File: src/rtl/mdio_pkg.sv
package mdio_pkg;

  localparam int CMD_DONE_BIT = 15;
  localparam int CMD_WR_BIT   = 13;
  localparam int CMD_PHY_LSB  = 8;
  localparam int CMD_REG_LSB  = 0;
  localparam int ADDR_W       = 5;
  localparam int WORD_W       = 16;
  localparam int BODY_BITS    = 32;   // start+op+addrs+ta+data
  localparam int HDR_BITS     = 14;   // start+op+phy+reg

  localparam logic [1:0] SOF_PAT   = 2'b01;
  localparam logic [1:0] OPC_WRITE = 2'b01;
  localparam logic [1:0] OPC_READ  = 2'b10;
  localparam logic [1:0] TA_DRIVE  = 2'b10;

  typedef struct packed {
    logic              wr;
    logic [ADDR_W-1:0] phy;
    logic [ADDR_W-1:0] regad;
  } mdio_cmd_t;

  // Body of a frame after the preamble; read frames carry ones where the
  // line is released so the output simply idles high there.
  function automatic logic [BODY_BITS-1:0] build_body(mdio_cmd_t c,
                                                      logic [WORD_W-1:0] d);
    if (c.wr)
      return {SOF_PAT, OPC_WRITE, c.phy, c.regad, TA_DRIVE, d};
    else
      return {SOF_PAT, OPC_READ, c.phy, c.regad, 2'b11, {WORD_W{1'b1}} & ~(d & '0)};
  endfunction

endpackage

File: src/rtl/mdio_clkgen.sv
module mdio_clkgen #(
  parameter int CLK_DIV = 40
) (
  input  logic clk,
  input  logic rst,
  input  logic en,
  output logic mdc,
  output logic rise_tk,
  output logic fall_tk
);
  localparam int HALF = CLK_DIV / 2;
  localparam int CW   = (CLK_DIV > 2) ? $clog2(CLK_DIV) : 1;

  logic [CW-1:0] cnt;

  assign rise_tk = en && (cnt == CW'(HALF - 1));
  assign fall_tk = en && (cnt == CW'(CLK_DIV - 1));

  always_ff @(posedge clk) begin
    if (rst || !en) begin
      cnt <= '0;
      mdc <= 1'b0;
    end else if (fall_tk) begin
      cnt <= '0;
      mdc <= 1'b0;
    end else begin
      cnt <= cnt + 1'b1;
      if (rise_tk) mdc <= 1'b1;
    end
  end
endmodule

File: src/rtl/mdio_cmd_regs.sv
module mdio_cmd_regs
  import mdio_pkg::*;
(
  input  logic              clk,
  input  logic              rst,
  input  logic              ctl_we,
  input  logic              data_we,
  input  logic [WORD_W-1:0] wdata,
  input  mdio_cmd_t         new_cmd,
  input  logic              busy,
  input  logic              rd_load,
  input  logic [WORD_W-1:0] rd_value,
  output logic              start,
  output mdio_cmd_t         cmd_q,
  output logic [WORD_W-1:0] data_q
);
  assign start = ctl_we && !busy;

  always_ff @(posedge clk) begin
    if (rst) begin
      cmd_q  <= '0;
      data_q <= '0;
    end else begin
      if (start) cmd_q <= new_cmd;
      if (rd_load)      data_q <= rd_value;
      else if (data_we) data_q <= wdata;
    end
  end
endmodule

File: src/rtl/mdio_shifter.sv
module mdio_shifter
  import mdio_pkg::*;
#(
  parameter int PRE_LEN = 32
) (
  input  logic              clk,
  input  logic              rst,
  input  logic              start,
  input  mdio_cmd_t         new_cmd,
  input  logic [WORD_W-1:0] wdata_q,
  input  logic              rise_tk,
  input  logic              fall_tk,
  input  logic              mdio_i,
  output logic              busy,
  output logic              mdio_o,
  output logic              mdio_oe,
  output logic              rd_load,
  output logic [WORD_W-1:0] rd_value
);
  localparam int TOTAL    = PRE_LEN + BODY_BITS;
  localparam int BCW      = $clog2(TOTAL + 1);
  localparam int TA_IDX   = PRE_LEN + HDR_BITS;
  localparam int DATA_IDX = PRE_LEN + HDR_BITS + 2;

  logic [BCW-1:0]       bitcnt;
  logic [BCW-1:0]       nxt_idx;
  logic [BODY_BITS-1:0] body;
  logic                 is_rd;
  logic [WORD_W-1:0]    rx;
  logic                 last_bit;
  logic [4:0]           fsel;
  logic                 nxt_bit;
  logic                 nxt_rel;

  assign last_bit = (bitcnt == BCW'(TOTAL - 1));
  assign nxt_idx  = bitcnt + 1'b1;
  assign fsel     = 5'(TOTAL - 1 - int'(nxt_idx));
  assign nxt_bit  = (int'(nxt_idx) < PRE_LEN) ? 1'b1 : body[fsel];
  assign nxt_rel  = is_rd && (int'(nxt_idx) >= TA_IDX);
  assign rd_load  = busy && fall_tk && last_bit && is_rd;
  assign rd_value = rx;

  always_ff @(posedge clk) begin
    if (rst) begin
      busy    <= 1'b0;
      bitcnt  <= '0;
      body    <= '0;
      is_rd   <= 1'b0;
      rx      <= '0;
      mdio_o  <= 1'b1;
      mdio_oe <= 1'b0;
    end else if (start) begin
      busy    <= 1'b1;
      bitcnt  <= '0;
      body    <= build_body(new_cmd, wdata_q);
      is_rd   <= !new_cmd.wr;
      mdio_o  <= (PRE_LEN > 0) ? 1'b1 : SOF_PAT[1];
      mdio_oe <= 1'b1;
    end else if (busy) begin
      if (rise_tk && is_rd && (int'(bitcnt) >= DATA_IDX))
        rx <= {rx[WORD_W-2:0], mdio_i};
      if (fall_tk) begin
        if (last_bit) begin
          busy    <= 1'b0;
          bitcnt  <= '0;
          mdio_o  <= 1'b1;
          mdio_oe <= 1'b0;
        end else begin
          bitcnt  <= nxt_idx;
          mdio_o  <= nxt_bit;
          mdio_oe <= !nxt_rel;
        end
      end
    end
  end
endmodule

File: src/rtl/mdio_mgmt_ctrl.sv
module mdio_mgmt_ctrl
  import mdio_pkg::*;
#(
  parameter int CLK_DIV = 40,
  parameter int PRE_LEN = 32
) (
  input  logic        clk,
  input  logic        rst,
  input  logic        ctl_we,
  input  logic        data_we,
  input  logic [15:0] bus_wdata,
  output logic [15:0] ctl_rd,
  output logic [15:0] data_rd,
  output logic        done,
  output logic        mdc,
  output logic        mdio_o,
  output logic        mdio_oe,
  input  logic        mdio_i
);
  mdio_cmd_t         new_cmd;
  mdio_cmd_t         cmd_q;
  logic              start;
  logic              busy;
  logic              rise_tk;
  logic              fall_tk;
  logic              rd_load;
  logic [WORD_W-1:0] rd_value;
  logic [WORD_W-1:0] data_q;

  assign new_cmd.wr    = bus_wdata[CMD_WR_BIT];
  assign new_cmd.phy   = bus_wdata[CMD_PHY_LSB +: ADDR_W];
  assign new_cmd.regad = bus_wdata[CMD_REG_LSB +: ADDR_W];

  mdio_cmd_regs u_regs (
    .clk      (clk),
    .rst      (rst),
    .ctl_we   (ctl_we),
    .data_we  (data_we),
    .wdata    (bus_wdata),
    .new_cmd  (new_cmd),
    .busy     (busy),
    .rd_load  (rd_load),
    .rd_value (rd_value),
    .start    (start),
    .cmd_q    (cmd_q),
    .data_q   (data_q)
  );

  mdio_clkgen #(.CLK_DIV(CLK_DIV)) u_clk (
    .clk     (clk),
    .rst     (rst),
    .en      (busy),
    .mdc     (mdc),
    .rise_tk (rise_tk),
    .fall_tk (fall_tk)
  );

  mdio_shifter #(.PRE_LEN(PRE_LEN)) u_shift (
    .clk      (clk),
    .rst      (rst),
    .start    (start),
    .new_cmd  (new_cmd),
    .wdata_q  (data_q),
    .rise_tk  (rise_tk),
    .fall_tk  (fall_tk),
    .mdio_i   (mdio_i),
    .busy     (busy),
    .mdio_o   (mdio_o),
    .mdio_oe  (mdio_oe),
    .rd_load  (rd_load),
    .rd_value (rd_value)
  );

  assign done    = !busy;
  assign data_rd = data_q;
  assign ctl_rd  = {!busy, 1'b0, cmd_q.wr, cmd_q.phy, 3'b000, cmd_q.regad};
endmodule

File: config.mk
export PLATFORM = sky130hd
export DESIGN_NAME = mdio_mgmt_ctrl
export DESIGN_NICKNAME = d
export VERILOG_FILES = /design/src/rtl/mdio_pkg.sv /design/src/rtl/mdio_clkgen.sv /design/src/rtl/mdio_cmd_regs.sv /design/src/rtl/mdio_shifter.sv /design/src/rtl/mdio_mgmt_ctrl.sv
export SDC_FILE = /design/constraint.sdc
export NUM_CORES = 1
export LEC_CHECK = 0
export ABC_AREA = 1
export BUFFER_PORTS_ARGS = -buffer_cell sky130_fd_sc_hd__buf_4
export CORE_MARGIN = 5
export CORE_UTILIZATION = 60
export DETAILED_ROUTE_END_ITERATION = 10
export GPL_TIMING_DRIVEN = 1
export PLACE_DENSITY = 0.81
export SLEW_MARGIN = 20
export SYNTH_ARGS = -nofsm -noshare
export SYNTH_HDL_FRONTEND = slang
export SYNTH_SLANG_ARGS = --single-unit
File: constraint.sdc
create_clock -name clk -period 3.3 [get_ports clk]
set_input_delay 0 -clock clk [delete_from_list [all_inputs] [get_ports clk]]
set_output_delay 0 -clock clk [all_outputs]
set_load 0.05 [all_outputs]
# ---- Word-level counts from Yosys, hierarchy flattened
# Index checks and enable logic that the tools add are counted.
dict set report classes {
  add_sub_neg 3
  magnitude_cmp 4
  n_eq_ne 3
  n_mux 16
  bitwise_logic 1
  n_reduce_logical 21
}
# operator count
set ops {}
lappend ops {{$mux W16} 2}
lappend ops {{$mux W30} 1}
lappend ops {{$ge A7 B6 Y1 const B} 2}
lappend ops {{$mux W1} 11}
lappend ops {{$logic_and A1 B1 Y1} 9}
lappend ops {{$add A7 B1 Y7 const B} 1}
lappend ops {{$eq A7 B6 Y1 const B} 1}
lappend ops {{$lt A7 B6 Y1 const B} 1}
lappend ops {{$mux W7} 1}
lappend ops {{$add A6 B1 Y6 const B} 1}
lappend ops {{$eq A6 B5 Y1 const B} 1}
lappend ops {{$eq A6 B6 Y1 const B} 1}
lappend ops {{$lt A5 B6 Y1 const B} 1}
lappend ops {{$reduce_bool A2 Y1} 3}
lappend ops {{$bmux W1 S5} 1}
lappend ops {{$sub A5 B5 Y5 const A} 1}
lappend ops {{$reduce_and A2 Y1} 2}
lappend ops {{$reduce_or A2 Y1} 2}
lappend ops {{$logic_not A1 Y1} 3}
lappend ops {{$reduce_and A3 Y1} 1}
lappend ops {{$logic_or A1 B1 Y1} 1}
lappend ops {{$not A1 Y1} 1}
dict set report totals {
  reg_bits 93
  input_bits 21
  out_inout_bits 36
  wordCells 61
}

# ---- Logic depth before layout (Yosys ltp)
# Gate-level depths: netlist (run 1).
dict set report depth {
  word_depth 8
  ltp_mapped 12
  mapped_depth_nobuf 11
}

# ---- Modules after synthesis
# Synthesis (run 1) repeated with hierarchy kept, for this count alone.
dict set report unflattened {
  hier_cells 557
  area_unflattened_um2 4008.8
}
# module instances cells_each area_per_inst_um2 seq_area_each_um2
set modules_own_cells {}
lappend modules_own_cells {mdio_shifter 1 332 2431.1 1101.1}
lappend modules_own_cells {mdio_cmd_regs 1 172 1192.4 540.5}
lappend modules_own_cells {mdio_clkgen 1 46 340.3 140.1}
lappend modules_own_cells {mdio_mgmt_ctrl 1 7 45.0 0.0}

# ---- Worst setup path before layout (run 1)
# No wires, ideal clock.
dict set report synth_path {
  kind {reg2reg}
  startpoint {register u_shift.bitcnt[0]}
  endpoint {register u_shift.mdio_o}
  setup_ns 0.115
  t_arrival_ns 1.692
  t_required_ns 3.185
  path_slack_ns 1.492
  path_stages_with_launch 13
  path_buffers 2
  synth_period_minus_slack_ns 1.808
  path_cell_list {dfxtp_1 -> inv_1 -> buf_1 -> ha_1 -> clkbuf_1 -> nand3_1 -> nand3_1 -> nand3_1 -> nand2_1 -> nand2_1 -> nand3_1 -> nand2_1 -> nand2_1}
}
dict set report synth_between {
  elab_chain_len 6
  elab_cells_between_ends 8
  classes_between {add/sub: 2; order compare: 1; eq/ne: 1; mux: 4}
}
# element line_no
set synth_lines {}
lappend synth_lines {{start: declaration} mdio_shifter.sv:25} ;# logic [BCW-1:0] bitcnt;
lappend synth_lines {{start signal: assignment} mdio_shifter.sv:69} ;# bitcnt <= nxt_idx;
lappend synth_lines {{$add A7 B1 Y7} mdio_shifter.sv:36} ;# assign nxt_idx = bitcnt + 1'b1;
lappend synth_lines {{$sub A5 B5 Y5} mdio_shifter.sv:37} ;# assign fsel = 5'(TOTAL - 1 - int'(nxt_idx));
lappend synth_lines {{$bmux W1 S5} mdio_shifter.sv:38} ;# assign nxt_bit = (int'(nxt_idx) < PRE_LEN) ? 1'b1 : body[fsel];
lappend synth_lines {{$mux W1 (not written as such)} mdio_shifter.sv:38}
lappend synth_lines {{$mux W1} mdio_shifter.sv:38}
lappend synth_lines {{$mux W1 *} mdio_shifter.sv:63} ;# if (last_bit) begin
lappend synth_lines {{end signal: assignment} mdio_shifter.sv:57} ;# mdio_o <= (PRE_LEN > 0) ? 1'b1 : SOF_PAT[1];
lappend synth_lines {{end signal: assignment} mdio_shifter.sv:70} ;# mdio_o <= nxt_bit;
lappend synth_lines {{end: declaration} mdio_shifter.sv:15} ;# output logic mdio_o,
# Every way passes the cells marked *; elsewhere a longest branch is shown, timed or not. The select of a mux whose other input is x is not followed.
# A chain may end at the register's enable or synchronous reset.

# ---- Final worst setup path (run 1)
dict set report layout_path {
  startpoint {register u_shift.bitcnt[0]}
  endpoint {register u_regs.data_q[9]}
}
dict set report layout_between {
  elab_chain_len 4
  elab_cells_between_ends 5
  classes_between {eq/ne: 1; mux: 1; reduce/logical: 3}
}
# element line_no
set layout_lines {}
lappend layout_lines {{$eq A7 B6 Y1 *} mdio_shifter.sv:35} ;# assign last_bit = (bitcnt == BCW'(TOTAL - 1));
lappend layout_lines {{$logic_and A1 B1 Y1 * (2 in series)} mdio_shifter.sv:40} ;# assign rd_load = busy && fall_tk && last_bit && is_rd;
lappend layout_lines {{$mux W16 / $reduce_bool A2 Y1 (equally long branches)} --}
lappend layout_lines {{end signal: assignment} mdio_cmd_regs.sv:25} ;# if (rd_load) data_q <= rd_value;
lappend layout_lines {{end signal: assignment} mdio_cmd_regs.sv:26} ;# else if (data_we) data_q <= wdata;
lappend layout_lines {{end: declaration} mdio_cmd_regs.sv:15} ;# output logic [WORD_W-1:0] data_q
# Every way passes the cells marked *; elsewhere a longest branch is shown, timed or not.

==> summary.txt, run 1 <==
Status: finished clean
Critical-path cell list: ha_1, nand3_2, nor2_1, inv_1, nor2_2, nand2_2, nor2_4, o21ai_0, a21oi_1
Final Cycle Share: 0.7268
Setup TNS: 0 ns
Max Cap Violations: 0
First-pass GRT wire length: 14.52 mm
Pre-CTS setup slack: 1.002 ns
Yosys top cell area share: 0.4281
Routed vias/inst: 5.478
Core Region: 5921 um2
Max IR drop VDD: 438.7 uV
Fin crit period: 2.399 ns
Number of buffers added on ports: 52
# fillers: 502
Clock sinks: 78
DRC Markers: 0
Yosys warnings: 0
#FFs+latches synth: 78
Dpl hpwl: 6.091 mm
Final hold vios: 0
P per Cell Area: 491.5 nW/um2
CTS tree: yes
Total Wirelength: 8.780 mm
Drt initial violations: 276
Worst-path clk slew: 0.09 ns
Largest net degree at the start of global routing: 45
Util after Layout: 0.7132
Gate Count Post-Synth: 484
Starting Density: 0.6160
Pwr Total: 2075 uW
Max Slew Vio Count: 0
Post_cts resized: 0
Die height: 87.97 um
Slowest CP cell: dfxtp_1
Antenna violations before repair: 0
Dominant cells by area after synthesis: dfxtp_1 43%, inv_1 8.2%, nand2_1 7.4%
Die X: 87.97 um
CP endpoint kind: register
Critical path startpoint: u_shift.bitcnt[0]$_SDFFE_PP0P_
Leak pwr: 0.001776 uW
GP Congestion: 0.9083
Worst R2R Path Depth: 9
Area of the multi-input gates: 1524 um2
H-tree Lvls: 3
Critical Path RT: 3.58 ns
Clock Latency Late Sink: 0.35 ns
Worst-Margin Slew: 0.5948 ns
Final net count: 548
Worst setup endpoint: u_regs.data_q[9]$_SDFFE_PP0P_
Register area: 1562 um2
Vias: 3309
Fraction of layout instances using a drive strength above 1: 0.1796
CP max stage delay: 0.53 ns
Setup CP Type: register to register
Final setup fails: 0
Hold depth: 5
Hold Path Class: input port to register
Critical path arrival: 2.68 ns
CP Launch Type: register
Register area share after synthesis: 0.4281
Root buffer cell: clkbuf_8
Yosys top cell by area: dfxtp_1
Num CTS Buffers: 9
Layout Skew: 0.01300 ns
Cell variety after synth: 36
Antenna Cells: 0
Drt wl/cell: 14.54 um
Iteration count of the initial detailed-routing pass: 5
PnR worst setup slack: 0.9014 ns
GRT overflow: 0
Ports: 57
Final ANT Viol Nets: 0
GRT Total Usage: 0.2366
FF-to-FF End: u_regs.data_q[9]$_SDFFE_PP0P_
Slew margin rel.: 0.6025
Max Freq: 416.9 MHz
Area Overhead vs Synth: 15.78%
Maximum clock path buffer count: 2
Synthesized area: 3647 um2
R2R Setup Slk: 0.90 ns
Worst-path fanout max: 31
Row count: 28
Placed Cells incl. Taps: 577
Worst r2r src: u_shift.bitcnt[0]$_SDFFE_PP0P_
Vias in the first global route: 3212
Layout Cells excl Fill: 604
Avg Inst Size Synth: 7.536 um2
Die area: 7738 um2
RSZ-0062 raised after global routing: no
## worst min path at each step
stage	startpoint	to	slack, ns
finish	bus_wdata[15]	u_regs.data_q[15]$_SDFFE_PP0P_	0.04
global route	bus_wdata[0]	u_regs.cmd_q[0]$_SDFFE_PP0P_	0.07
CTS	bus_wdata[0]	u_regs.cmd_q[0]$_SDFFE_PP0P_	0.03
detailed placement	bus_wdata[13]	u_shift.body[29]$_SDFFE_PP0P_	0.23
global placement	bus_wdata[13]	u_shift.body[29]$_SDFFE_PP0P_	0.22
floorplan	bus_wdata[13]	u_shift.body[29]$_SDFFE_PP0P_	0.11
## cells by family (layout without fill, tap and decap cells)
group / after synthesis / after routing / synth area share
AO/OA/AOI/OAI: 134 / 134 / 0.2202
flip-flops: 78 / 78 / 0.4281
adder cells (fa/ha/maj): 3 / 3 / 0.01029
other: 1 / 4 / 0.001028
buffers and inverters: 124 / 166 / 0.1571
multiplexers: 1 / 1 / 0.003087
XOR/XNOR: 3 / 3 / 0.007205
AND/OR/NAND/NOR: 140 / 140 / 0.1729
## sequential cells by signal, summed over array words and instances (netlist names)
signal / flops
u_shift.body: 21
u_shift.rd_value: 16
u_regs.cmd_q: 8
u_clk.cnt: 6
u_shift.mdio_oe: 1
u_shift.mdio_o: 1
u_shift.busy: 1
u_regs.data_q: 16
u_clk.mdc: 1
u_shift.bitcnt: 7
## synthesized netlist by cell type (all sizes together)
| library cell | count |
|---|---|
| o22ai | 2 |
| a21oi | 54 |
| nor3b | 1 |
| a211oi | 2 |
| inv | 82 |
| nand2 | 75 |
| xnor2 | 1 |
| o21ai | 60 |
| xor2 | 2 |
| clkbuf | 13 |
| buf | 28 |
| nand4 | 3 |
| nor2 | 17 |
| a221oi | 15 |
| ha | 3 |
| nor4 | 1 |
| conb | 1 |
| o221ai | 1 |
| mux2 | 1 |
| dfxtp | 78 |
| nand3 | 38 |
| clkinv | 1 |
| nor3 | 5 |
## through the flow
| step | area [um2] | hold WS [ns] |
|---|---|---|
| floorplan | 3659 | 0.1055 |
| global placement | 3911 | 0.2237 |
| detailed placement | 3911 | 0.2339 |
| CTS | 4223 | 0.02551 |
| global route | 4223 | 0.07192 |
| finish | 4223 | 0.04058 |
## critical path, delay by kind of cell (launching register included)
kind	cells	cell delay [ns]
adders and majority gates	1	0.30
DFF	1	0.53
and+or+nand+nor	5	1.01
buffers and inverters	1	0.07
AOI/OAI and AO/OA	2	0.41
## cell type report
type / count / share of cell area
Clock buffer: 13 / 0.03763
Tap cell: 75 / 0.02222
Timing Repair Buffer: 67 / 0.1256
Multi-Input combinational cell: 285 / 0.3609
Inverter: 83 / 0.07378
Sequential cell: 78 / 0.3698
Clock inverter: 3 / 0.01007
## power breakdown
group	switching, uW	internal, uW
sequential	23.7	988
combinational	223	104
clock	345	391
## repair_timing
| item | 4_1_cts | 5_1_grt |
|---|---|---|
| endpoints found under the hold margin | 12 | 0 |
| buffers inserted | 0 | 0 |
| hold buffers | 11 | 0 |
## layer usage
| metal | vias to the layer above | track usage | wire, um |
|---|---|---|---|
| met5 | - | 0 | 0 |
| met4 | 0 | 0.09623 | 231 |
| met3 | 32 | 0.06397 | 505 |
| met2 | 98 | 0.3753 | 4104 |
| met1 | 1538 | 0.3048 | 3939 |
| li1 | 1641 | - | - |
## placed cells by master, fill, tap and decap left out, types with 2 or more instances in the layout
cell           instances
a21oi_1               40
a21oi_2               14
a221oi_1              15
buf_4                 56
clkbuf_1               2
clkbuf_8              11
conb_1                 4
dfxtp_1               78
dlygate4sd3_1         11
ha_1                   3
inv_1                 80
inv_2                  2
nand2_1               72
nand2_2                3
nand3_1               37
nand4_1                2
nor2_1                15
nor3_1                 5
o21ai_0               46
o21ai_1               14
o22ai_1                2
xor2_1                 2
Power figures use the tool's default switching activity.
==> run 2: changes to the inputs <==
--- a/config.mk
+++ b/config.mk
@@ -8,10 +8,10 @@
 export ABC_AREA = 1
 export BUFFER_PORTS_ARGS = -buffer_cell sky130_fd_sc_hd__buf_4
 export CORE_MARGIN = 5
-export CORE_UTILIZATION = 60
+export CORE_UTILIZATION = 56
 export DETAILED_ROUTE_END_ITERATION = 10
 export GPL_TIMING_DRIVEN = 1
-export PLACE_DENSITY = 0.81
+export PLACE_DENSITY = 0.76
 export SLEW_MARGIN = 20
 export SYNTH_ARGS = -nofsm -noshare
 export SYNTH_HDL_FRONTEND = slang
==> constraint.sdc (replaced) <==
create_clock -name clk -period 2.3 [get_ports clk]
set_input_delay 0 -clock clk [delete_from_list [all_inputs] [get_ports clk]]
set_output_delay 0 -clock clk [all_outputs]
set_load 0.05 [all_outputs]
==> run 2 against run 1 <==
  * Final cell count is 0.50% higher
  * Wire length fell by 2.0%
  * Setup slack worse by 0.66 ns
  * Via count down 1.4%
  * Largest power group unchanged
  * Flip-flop and latch count unchanged
  * Critical path depth unchanged
  * Clock-buffer cell count is 2 lower
  * Maximum frequency increased by 16%
  * Largest cell class unchanged
  * Total power grew 41%
  * Die area grew 6.3%
==> summary.txt, run 2 (synthesis results as in run 1) <==
Status: finished clean
Max Cap Violations: 0
Max IR drop VDD: 411.3 uV
Fin crit period: 2.062 ns
Max FFs per register: 21
Slew margin rel.: 0.6317
Fraction of layout instances using a drive strength above 1: 0.1830
Final Cycle Share: 0.8966
First-pass GRT wire length: 14.30 mm
PnR worst setup slack: 0.2379 ns
Dpl hpwl: 5.866 mm
Final hold vios: 0
Hold depth: 4
Ports: 57
Worst-path clk slew: 0.08 ns
Final setup fails: 0
CP endpoint kind: register
Die X: 90.70 um
Row count: 29
GRT Total Usage: 0.2102
Register bank with the most flops: u_shift.body
Core Region: 6350 um2
Critical path arrival: 2.34 ns
Leak pwr: 0.001781 uW
CTS tree: yes
Max Slew Vio Count: 0
Critical Path RT: 2.58 ns
Routed vias/inst: 5.374
GRT overflow: 0
Post_cts resized: 0
Setup TNS: 0 ns
Maximum clock path buffer count: 2
Setup CP Type: register to register
Area Overhead vs Synth: 15.92%
Vias in the first global route: 3031
Pre-CTS setup slack: 0.2812 ns
Drt wl/cell: 14.18 um
Worst r2r src: u_shift.bitcnt[1]$_SDFFE_PP0P_
Hold worst-path end: u_shift.body[29]$_SDFFE_PP0P_
Antenna Cells: 0
Final ANT Viol Nets: 0
Layout Skew: 0.005692 ns
Clock sinks: 78
Total Wirelength: 8.605 mm
Die area: 8226 um2
Vias: 3262
CP Launch Type: register
FF-to-FF End: u_regs.data_q[12]$_SDFFE_PP0P_
HP Start: ctl_we
Most frequent cells in the layout: 80 x inv_1, 78 x dfxtp_1, 72 x nand2_1, 58 x buf_4, 46 x o21ai_0
Worst R2R Path Depth: 9
P per Cell Area: 692.0 nW/um2
H-tree Lvls: 3
Number of buffers added on ports: 52
GP Congestion: 0.8579
Max Freq: 484.9 MHz
Iteration count of the initial detailed-routing pass: 6
Die height: 90.70 um
Hold Path Class: input port to register
Starting Density: 0.5744
Commonest non-fill, non-tap cell in the layout: inv_1
Final net count: 550
Clock Latency Late Sink: 0.34 ns
Largest net degree at the start of global routing: 37
Worst-Margin Slew: 0.5512 ns
Worst-path fanout max: 31
Pwr Total: 2925 uW
RSZ-0062 raised after global routing: no
Antenna violations before repair: 0
Root buffer cell: clkbuf_8
DRC Markers: 0
Num CTS Buffers: 9
R2R Setup Slk: 0.24 ns
Drt initial violations: 334
[run 2: layout make-up]
type | count | area (um2)
clock buffer | 11 | 141.4
clock inverter | 4 | 47.55
fill | 538 | 2122
inverter | 83 | 311.5
multi-input combinational | 285 | 1524
sequential | 78 | 1562
tap | 77 | 96.34
timing repair buffer | 69 | 545.5
[run 2: power by group]
group	internal [uW]	switching (uW)
logic	150	317
registers	1420	33.5
clock network	522	486
[run 2: worst max-delay path: stages (launching register included)]
cell and delay, ns:
dfxtp_1 0.40, ha_1 0.26, nand3_2 0.12, nor2_1 0.15, inv_1 0.06, nor2_2 0.14
nand2_2 0.10, nor2_4 0.44, o21ai_0 0.18, a21oi_1 0.13
[run 2: worst max-delay path by stage]
stage / start / end / cells past startpoint
after floorplan: u_shift.bitcnt[0]$_SDFFE_PP0P_ / u_shift.mdio_o$_SDFFE_PP1P_ / 12
after global placement: u_shift.bitcnt[1]$_SDFFE_PP0P_ / u_regs.data_q[8]$_SDFFE_PP0P_ / 9
after detailed placement: u_shift.bitcnt[1]$_SDFFE_PP0P_ / u_regs.data_q[12]$_SDFFE_PP0P_ / 9
after CTS: u_shift.bitcnt[1]$_SDFFE_PP0P_ / u_regs.data_q[12]$_SDFFE_PP0P_ / 9
after global routing: u_clk.cnt[0]$_SDFF_PP0_ / u_regs.data_q[12]$_SDFFE_PP0P_ / 9
final: u_shift.bitcnt[1]$_SDFFE_PP0P_ / u_regs.data_q[12]$_SDFFE_PP0P_ / 9
[run 2: through the flow]
stage	utilization	area, um2	hold WS [ns]	instances
CTS	0.6658	4228	0.01180	607
detailed placement	0.6187	3929	0.2311	581
global route	0.6658	4228	0.01386	607
floorplan	-	3659	0.1055	487
finish	0.6658	4228	0.02507	607
global placement	0.6187	3929	0.2233	581
[run 2: layer usage]
| metal | track usage | routed length, um | share of wire | vias up |
|---|---|---|---|---|
| met3 | 0.06000 | 605 | 0.070 | 17 |
| met4 | 0.08437 | 144 | 0.017 | 0 |
| met1 | 0.2829 | 3931 | 0.46 | 1485 |
| met5 | 0 | 0 | 0 | - |
| li1 | - | - | - | 1640 |
| met2 | 0.3154 | 3924 | 0.46 | 120 |
[run 2: repair_timing]
item,CTS,global route
hold buffers,11,0
endpoints found under the hold margin,15,0
buffers inserted,0,0
==> run 3: changes to the inputs <==
--- a/config.mk
+++ b/config.mk
@@ -6,7 +6,7 @@
 export NUM_CORES = 1
 export LEC_CHECK = 0
 export ABC_AREA = 1
-export BUFFER_PORTS_ARGS = -buffer_cell sky130_fd_sc_hd__buf_4
+export BUFFER_PORTS_ARGS = -buffer_cell sky130_fd_sc_hd__buf_2
 export CORE_MARGIN = 5
 export CORE_UTILIZATION = 56
 export DETAILED_ROUTE_END_ITERATION = 10
@@ -16,3 +16,4 @@
 export SYNTH_ARGS = -nofsm -noshare
 export SYNTH_HDL_FRONTEND = slang
 export SYNTH_SLANG_ARGS = --single-unit
+export TNS_END_PERCENT = 1
==> run 3 against run 2 <==
  * Combinational power decreased by 7.7%
  * Flip-flop and latch count unchanged
  * Sequential share of layout area rose by 0.94 points
  * Largest power group unchanged
  * Die area is the same
  * Non-clock buffer count decreased by 1
  * Hold slack better by 0.0027 ns
  * Sequential power barely moved
  * Critical path type unchanged
  * Critical endpoint is now u_regs.data_q[1]$_SDFFE_PP0P_
  * Clock-buffer cell count did not move
  * Setup slack gained 0.0012 ns
  * Clock skew grew 0.0014 ns
==> summary.txt, run 3 (synthesis results as in run 1) <==
Drt wl/cell: 13.84 um
Critical Path RT: 2.59 ns
Dpl hpwl: 5.883 mm
Max IR drop VDD: 526.3 uV
# fillers: 541
GRT overflow: 0
CP Launch Type: register
Routed vias/inst: 5.321
Most frequent cells in the layout: 80 x inv_1, 78 x dfxtp_1, 72 x nand2_1, 52 x buf_2, 46 x o21ai_0
Register bank with the most flops: u_shift.body
First-pass GRT wire length: 13.77 mm
Drt initial violations: 298
Row count: 29
Final Cycle Share: 0.8961
Hold depth: 3
Ports: 57
Setup TNS: 0 ns
RSZ-0062 raised after global routing: no
Worst R2R Path Depth: 9
Final setup fails: 0
Hold Path Class: input port to register
Area Overhead vs Synth: 13.04%
Worst-path fanout max: 31
P per Cell Area: 735.0 nW/um2
Post-CTS Setup Inserts: 0
Leak pwr: 0.001770 uW
Maximum clock path buffer count: 2
Commonest non-fill, non-tap cell in the layout: inv_1
Slew margin rel.: 0.6361
Total Wirelength: 8.401 mm
GRT Total Usage: 0.2027
Layout Skew: 0.007055 ns
Starting Density: 0.5744
Final net count: 549
Die X: 90.70 um
Root buffer cell: clkbuf_8
Max Slew Vio Count: 0
Antenna Cells: 0
DRC Markers: 0
CP endpoint kind: register
Final ANT Viol Nets: 0
Vias in the first global route: 2842
Fraction of layout instances using a drive strength above 1: 0.1849
Post_cts resized: 0
Pre-CTS setup slack: 0.2753 ns
Die height: 90.70 um
Die area: 8226 um2
Setup CP Type: register to register
GP Congestion: 0.8366
Hold_buf cts: 10
Max FFs per register: 21
Max Freq: 485.2 MHz
Fin crit period: 2.061 ns
Core Region: 6350 um2
Worst hold slack: 0.02779 ns
H-tree Lvls: 3
CTS tree: yes
Number of buffers added on ports: 52
Clock Latency Late Sink: 0.35 ns
Iteration count of the initial detailed-routing pass: 4
Status: finished clean
Clock sinks: 78
Largest net degree at the start of global routing: 37
Final hold vios: 0
Worst-Margin Slew: 0.5440 ns
Max Cap Violations: 0
Num CTS Buffers: 9
Antenna violations before repair: 0
Vias: 3230
Critical path arrival: 2.35 ns
Worst-path clk slew: 0.08 ns
PnR worst setup slack: 0.2390 ns
## run 3: power by group
| part | leakage (uW) | internal [uW] | total [uW] | switching (uW) |
|---|---|---|---|---|
| Clock | 0.000113 | 643 | 1150 | 506 |
| Sequential | 0.000639 | 1420 | 1450 | 32.9 |
| Combinational | 0.00102 | 117 | 430 | 313 |
## run 3: per-stage QoR
stage	cells	util	area [um2]	power (uW)
2_1_floorplan	487	-	3659	1824
3_3_place_gp	581	0.5982	3799	1888
3_5_place_dp	581	0.5982	3799	1894
4_1_cts	607	0.6493	4123	3034
5_1_grt	607	0.6493	4123	3144
6_report	607	0.6493	4123	3030
## run 3: cell type report
cell class              count  area (um2)  share of cell area
clock buffers              11       141.4             0.03429
clock inverters             5       82.58             0.02003
inverters                  83       311.5             0.07557
multi-input cells         285        1524              0.3697
flip-flops and latches     78        1562              0.3788
well taps                  77       96.34             0.02337
repair buffers             68       405.4             0.09833
## run 3: final timing paths
check | start | to | slack, ns
hold / removal | bus_wdata[1] | u_regs.cmd_q[1]$_SDFFE_PP0P_ | 0.03
hold reg to reg | u_clk.cnt[0]$_SDFF_PP0_ | u_clk.cnt[0]$_SDFF_PP0_ | 0.45
setup reg to reg | u_shift.bitcnt[1]$_SDFFE_PP0P_ | u_regs.data_q[1]$_SDFFE_PP0P_ | 0.24
setup / recovery | u_shift.bitcnt[1]$_SDFFE_PP0P_ | u_regs.data_q[1]$_SDFFE_PP0P_ | 0.24
## run 3: critical path: stages, from the launching register on
cell     delay [ns]
dfxtp_1        0.40
ha_1           0.27
nand3_2        0.12
nor2_1         0.14
inv_1          0.07
nor2_2         0.14
nand2_2        0.10
nor2_4         0.44
o21ai_0        0.18
a21oi_1        0.14
## run 3: layer usage
metal | vias to the layer above | track usage | part of all wire
li1 | 1637 | - | -
met1 | 1460 | 0.2950 | 0.47
met2 | 114 | 0.2857 | 0.44
met3 | 19 | 0.04583 | 0.065
met4 | 0 | 0.08437 | 0.022
met5 | - | 0 | 0
